$ cat src/rtl/vsx_pkg.sv
package vsx_pkg;

    // Ticks of the pulse timer that make up one vertical pulse.
    localparam int PULSE_TICKS = 8;

    // Conditioned view of the incoming sync line.
    typedef struct packed {
        logic active;   // sync asserted (line low) after synchronization
        logic closing;  // first cycle after an asserted run ended
    } sync_view_t;

    // Trigger requests toward the pulse latch.
    typedef struct packed {
        logic arm;      // long run ended: serration edge or interval close
        logic dflt;     // run crossed the default level
    } trig_t;

    typedef enum logic {
        PULSE_IDLE = 1'b0,
        PULSE_BUSY = 1'b1
    } pulse_state_t;

    function automatic logic any_trig(input trig_t t);
        return t.arm | t.dflt;
    endfunction

endpackage

$ cat src/rtl/vsx_sync_edge.sv
module vsx_sync_edge
    import vsx_pkg::*;
#(
    parameter int STAGES = 2
) (
    input  logic       clk,
    input  logic       rst,
    input  logic       line_n,
    output sync_view_t view
);
    localparam int SH_W = (STAGES < 2) ? 2 : STAGES;

    logic [SH_W-1:0] shift_q;
    logic            last_q;

    // Idle level of the line is high; reset there so no false edge appears.
    always_ff @(posedge clk) begin
        if (rst) begin
            shift_q <= '1;
            last_q  <= 1'b1;
        end else begin
            shift_q <= {shift_q[SH_W-2:0], line_n};
            last_q  <= shift_q[SH_W-1];
        end
    end

    always_comb begin
        view.active  = ~shift_q[SH_W-1];
        view.closing = shift_q[SH_W-1] & ~last_q;
    end

endmodule

$ cat src/rtl/vsx_integrator.sv
module vsx_integrator
    import vsx_pkg::*;
#(
    parameter int CNT_W = 16
) (
    input  logic             clk,
    input  logic             rst,
    input  sync_view_t       view,
    input  logic [CNT_W-1:0] arm_level,
    input  logic [CNT_W-1:0] dflt_level,
    output trig_t            trig
);
    localparam logic [CNT_W-1:0] CNT_MAX = '1;

    logic [CNT_W-1:0] run_q;
    logic             dflt_seen_q;
    logic             arm_reached;
    logic             dflt_reached;

    always_comb begin
        arm_reached  = (arm_level  != '0) && (run_q >= arm_level);
        dflt_reached = (dflt_level != '0) && (run_q >= dflt_level);
        trig.arm     = view.closing & arm_reached;
        trig.dflt    = dflt_reached & ~dflt_seen_q;
    end

    always_ff @(posedge clk) begin
        if (rst) begin
            run_q       <= '0;
            dflt_seen_q <= 1'b0;
        end else begin
            if (view.active) begin
                if (run_q != CNT_MAX) begin
                    run_q <= run_q + 1'b1;
                end
            end else begin
                run_q <= '0;
            end
            dflt_seen_q <= dflt_reached;
        end
    end

    // The run length only falls to zero after the line was seen released.
    AST_RUN_CLEARS_ON_RELEASE: assert property (@(posedge clk) disable iff (rst)
        ($past(run_q) != '0 && run_q == '0) |-> !$past(view.active));

    // The default request is a single-cycle event per crossing.
    AST_DFLT_SINGLE_SHOT: assert property (@(posedge clk) disable iff (rst)
        trig.dflt |=> !trig.dflt);

endmodule

$ cat src/rtl/vsx_pulse_timer.sv
module vsx_pulse_timer
    import vsx_pkg::*;
#(
    parameter int PER_W = 16,
    parameter int TICKS = PULSE_TICKS
) (
    input  logic             clk,
    input  logic             rst,
    input  logic             set_req,
    input  logic [PER_W-1:0] tick_period,
    output logic             pulse
);
    localparam int DIV_W = (TICKS < 2) ? 1 : $clog2(TICKS);
    localparam logic [DIV_W-1:0] DIV_LAST = DIV_W'(TICKS - 1);

    pulse_state_t     state_q;
    logic [PER_W-1:0] tick_cnt_q;
    logic [DIV_W-1:0] div_q;
    logic [PER_W-1:0] period_eff;
    logic             busy;
    logic             tick;
    logic             finish;

    always_comb begin
        period_eff = (tick_period == '0) ? PER_W'(1) : tick_period;
        busy       = (state_q == PULSE_BUSY);
        tick       = busy && (tick_cnt_q >= period_eff - 1'b1);
        finish     = tick && (div_q == DIV_LAST);
        pulse      = busy;
    end

    // A set request in the clearing cycle wins and restarts the count.
    always_ff @(posedge clk) begin
        if (rst) begin
            state_q    <= PULSE_IDLE;
            tick_cnt_q <= '0;
            div_q      <= '0;
        end else if (set_req && (!busy || finish)) begin
            state_q    <= PULSE_BUSY;
            tick_cnt_q <= '0;
            div_q      <= '0;
        end else if (finish) begin
            state_q    <= PULSE_IDLE;
            tick_cnt_q <= '0;
            div_q      <= '0;
        end else if (busy) begin
            if (tick) begin
                tick_cnt_q <= '0;
                div_q      <= div_q + 1'b1;
            end else begin
                tick_cnt_q <= tick_cnt_q + 1'b1;
            end
        end
    end

    AST_IDLE_SET_STARTS: assert property (@(posedge clk) disable iff (rst)
        (!busy && set_req) |=> busy && div_q == '0 && tick_cnt_q == '0);

    AST_PULSE_ENDS_AFTER_LAST_TICK: assert property (@(posedge clk) disable iff (rst)
        $fell(busy) |-> ($past(div_q) == DIV_LAST && $past(tick)));

    AST_BUSY_SET_IGNORED: assert property (@(posedge clk) disable iff (rst)
        (busy && set_req && !finish) |=> busy && div_q == $past(div_q) + DIV_W'($past(tick)));

    AST_FINAL_SET_RESTARTS: assert property (@(posedge clk) disable iff (rst)
        (finish && set_req) |=> busy && div_q == '0 && tick_cnt_q == '0);

endmodule

$ cat src/rtl/vsync_extractor.sv
module vsync_extractor
    import vsx_pkg::*;
#(
    parameter int CNT_W       = 16,
    parameter int PER_W       = 16,
    parameter int SYNC_STAGES = 2
) (
    input  logic             clk,
    input  logic             rst,
    input  logic             csync_n,
    input  logic [CNT_W-1:0] arm_level,
    input  logic [CNT_W-1:0] dflt_level,
    input  logic [PER_W-1:0] tick_period,
    output logic             vsync
);
    sync_view_t view;
    trig_t      trig;
    logic       set_req;

    vsx_sync_edge #(.STAGES(SYNC_STAGES)) u_sync (
        .clk    (clk),
        .rst    (rst),
        .line_n (csync_n),
        .view   (view)
    );

    vsx_integrator #(.CNT_W(CNT_W)) u_integ (
        .clk        (clk),
        .rst        (rst),
        .view       (view),
        .arm_level  (arm_level),
        .dflt_level (dflt_level),
        .trig       (trig)
    );

    assign set_req = any_trig(trig);

    vsx_pulse_timer #(.PER_W(PER_W), .TICKS(PULSE_TICKS)) u_timer (
        .clk         (clk),
        .rst         (rst),
        .set_req     (set_req),
        .tick_period (tick_period),
        .pulse       (vsync)
    );

    AST_NO_PULSE_AFTER_RESET: assert property (@(posedge clk)
        $past(rst) |-> !vsync);

endmodule

$ cat config.mk
export PLATFORM = sky130hd
export DESIGN_NAME = vsync_extractor
export DESIGN_NICKNAME = d
export VERILOG_FILES = /design/src/rtl/vsx_pkg.sv /design/src/rtl/vsx_sync_edge.sv /design/src/rtl/vsx_integrator.sv /design/src/rtl/vsx_pulse_timer.sv /design/src/rtl/vsync_extractor.sv
export SDC_FILE = /design/constraint.sdc
export NUM_CORES = 1
export LEC_CHECK = 0
export CAP_MARGIN = 20
export CORE_MARGIN = 3
export CORE_UTILIZATION = 62
export DETAILED_ROUTE_END_ITERATION = 6
export DONT_BUFFER_PORTS = 1
export GPL_ROUTABILITY_DRIVEN = 0
export HOLD_SLACK_MARGIN = 0.1
export PLACE_DENSITY = 0.88
export RECOVER_POWER = 25
export SLEW_MARGIN = 15
export SYNTH_ARGS = -nofsm -noshare
export SYNTH_HDL_FRONTEND = slang
export SYNTH_SLANG_ARGS = --single-unit
$ cat constraint.sdc
create_clock -name clk -period 13.76 [get_ports clk]
set_input_delay 4.128 -clock clk [delete_from_list [all_inputs] [get_ports clk]]
set_output_delay 4.128 -clock clk [all_outputs]
set_load 0.01 [all_outputs]
==> flow_summary.json <==
{
  "areaGrowthSynthToFinish_pct": 5.15,
  "crit_arrival_ns": 8.04,
  "r2r_cells": 7,
  "timing.max_slew.rel_slack": 0.339,
  "postCtsResizedCells": 0,
  "hp-class": "reg -> reg",
  "critPathMaxFanout": 13,
  "die_h_um": 77.9,
  "tightest_slew_ns": 0.992,
  "fillers": 386,
  "vias": 2763,
  "antenna_found_initial": 0,
  "grt_max_degree": 18,
  "syn_area_sq_mm": 0.00320,
  "min_path_cells": 1,
  "drc": 0,
  "rrSetupSlack_ns": 11.08,
  "synth.distinct_cells": 46,
  "overflow": 0,
  "whs_ns": 0.433,
  "period_share": 0.572,
  "worst_path_dominant_cell_family": "simple AND/OR/NAND/NOR gates",
  "syn_inst": 397,
  "crit_required_ns": 13.93,
  "period_needed_ns": 7.86,
  "die_x_um": 77.9,
  "post-cts-setup-buffer-count": 0,
  "rsz0062_at_grt": "false",
  "hold_viol": 0,
  "fin_cells": 467,
  "clockBufferDepth": 2,
  "status": "complete, no violations",
  "initial_core_util": 0.661,
  "synth.most_common_cell": "ha_1",
  "synth_fp_nets": 501,
  "vias_per_cell": 5.92,
  "p_per_area_mw_per_mm2": 68.6,
  "finalClockSkew_ns": 0.00966,
  "dp_hpwl_um": 5610,
  "ant_nets": 0,
  "leakage_nw": 1.49,
  "placementRows": 25,
  "final_max_slew_viol_count": 0,
  "dr.pass1.iters": 4,
  "nets": 503,
  "cts_made_buffers": 5,
  "syn-mean-instance-area_sq_um": 8.07,
  "cts_tree": "yes",
  "crit_cells": 17,
  "grt_pass1_wl_um": 11900,
  "htreeDepth": 2,
  "drive_gt1_frac": 0.0325,
  "worst-setup-path-type": "in -> reg",
  "cts-root-buf": "clkbuf_8",
  "wl_per_cell_um": 14.9,
  "dp.cells": 459,
  "slowest_delay_ns": 0.60,
  "clk_pin_slew_worst_paths_ns": 0.08,
  "synth_area_leader_cell": "dfxtp_1",
  "timing.critical_path.cells": "or4_1 -> nor4_1 -> nand2_1 -> nor2_1 -> nor2_1 -> ha_1 -> nand2_1 -> nor2_1 -> nand2_1 -> xor2_1 -> ha_1 -> nand2_1 -> nor4_1 -> o2111ai_1 -> a31oi_1 -> a2111o_1 -> nor2_1",
  "yosysWarnings": 0,
  "synth_async_sr_flop_share": 0,
  "ios": 52,
  "maxCapViolations": 0,
  "cts_sinks": 40,
  "fmax_mhz": 127,
  "dieArea_sq_mm": 0.00607,
  "first_iter_violations": 174,
  "cp_slowest_cell": "or4_1",
  "core_sq_mm": 0.00485,
  "ctsHoldBuffers": 0,
  "worstPathBufferInverterCount": 0,
  "clock_latency_ns": 0.30,
  "start_kind": "input pin",
  "synthTopCellsByCount": "53 x ha_1, 46 x nor2_1, 40 x dfxtp_1, 39 x inv_1, 31 x nand2_1",
  "tns_ns": 0,
  "end_kind": "flip-flop",
  "synthTopCellsByArea": "dfxtp_1 25%, ha_1 21%, nor2_1 5.4%, xor2_1 5.2%, xnor2_1 4.6%",
  "synth_seq_area_share": 0.250,
  "synth_ff_type": "dfxtp_1",
  "antenna_cells": 0,
  "synth-edff-count": 0,
  "yosysTopAreaCellShare": 0.250,
  "gr-usage-all-layers": 0.239,
  "totalWireLength_um": 6950,
  "port_buffers": 0,
  "setup_viol": 0,
  "irDropWorstVdd_mv": 0.0656,
  "ys_seq_elements": 40,
  "grt_pass1_vias": 2707
}
==> cell type report <==
type / count / area (sq um) / share of cell area
clock inverters: 2 / 35.0 / 0.0104
flip-flops and latches: 40 / 801 / 0.238
clock buffers: 6 / 72.6 / 0.0215
well taps: 67 / 83.8 / 0.0249
multi-input cells: 313 / 2230 / 0.662
inverters: 39 / 146 / 0.0434
==> report_power, final <==
group          switching [mW]  leakage, nW  internal [mW]
combinational          0.0101         1.12        0.00882
clock                  0.0421       0.0552         0.0539
sequential           0.000232        0.323          0.116
total                  0.0524         1.49          0.179
==> state kept, by name, summed over array words and instances (netlist names) <==
name / count
u_timer.div_q: 3
u_integ.dflt_seen_q: 1
u_timer.tick_cnt_q: 16
u_integ.run_q: 16
u_sync.shift_q: 2
u_sync.last_q: 1
u_timer.pulse: 1
==> kinds of logic (layout without fill, tap and decap cells) <==
group,after synthesis,after routing,synth area share
mux,4,4,0.0125
flops,40,40,0.250
xor+xnor,36,36,0.0984
fa+ha+maj,53,53,0.207
simple gates,154,154,0.240
compound gates,66,66,0.138
buf+inv,44,47,0.0539
==> worst paths after layout <==
check / start / to
setup / recovery: tick_period[9] / u_timer.tick_cnt_q[15]
hold / removal: u_sync.shift_q[0] / u_sync.shift_q[1]
setup reg to reg: u_integ.run_q[13] / u_timer.tick_cnt_q[15]
hold reg to reg: u_sync.shift_q[0] / u_sync.shift_q[1]
==> placed cells by master, fill, tap and decap left out, types with 2 or more instances in the layout <==
| master | Yosys | routed |
|---|---|---|
| clkbuf_8 | 0 | 5 |
| nand4_1 | 13 | 13 |
| inv_1 | 39 | 39 |
| a2111o_1 | 2 | 2 |
| ha_1 | 53 | 53 |
| or4_1 | 3 | 3 |
| and4_1 | 3 | 3 |
| xor2_1 | 19 | 19 |
| a31oi_1 | 4 | 4 |
| xnor2_1 | 17 | 17 |
| a21o_1 | 3 | 3 |
| nor4_1 | 12 | 12 |
| nor2_1 | 46 | 46 |
| nand2_1 | 31 | 31 |
| o21a_1 | 2 | 2 |
| o31ai_1 | 3 | 3 |
| dfxtp_1 | 40 | 40 |
| nand3_1 | 11 | 11 |
| a211oi_1 | 5 | 5 |
| nor3_1 | 13 | 13 |
| mux2i_1 | 4 | 4 |
| and3_1 | 7 | 7 |
| o21ai_0 | 12 | 12 |
| a21oi_1 | 21 | 21 |
| or2_2 | 3 | 2 |
| nand2b_1 | 3 | 3 |
| nor2b_1 | 4 | 4 |
| nand2b_4 | 2 | 2 |
==> metrics by stage <==
step	utilization	power [mW]	area, sq um	setup slack (ns)
2_1_floorplan	-	0.135	3200	6.24
3_3_place_gp	0.673	0.137	3260	5.82
3_5_place_dp	0.673	0.138	3260	5.62
4_1_cts	0.695	0.233	3370	5.94
5_1_grt	0.695	0.240	3370	5.48
6_report	0.695	0.231	3370	5.90
==> per-layer routing <==
| layer | part of all wire | vias up | global-route usage | routed length, um |
|---|---|---|---|---|
| met5 | 0 | - | 0 | 0 |
| met4 | 0.0088 | 0 | 0.0524 | 61 |
| met3 | 0.061 | 9 | 0.0568 | 421 |
| met2 | 0.48 | 58 | 0.401 | 3320 |
| met1 | 0.45 | 1266 | 0.312 | 3140 |
| li1 | - | 1430 | - | - |
(Power assumes the default switching activity.)
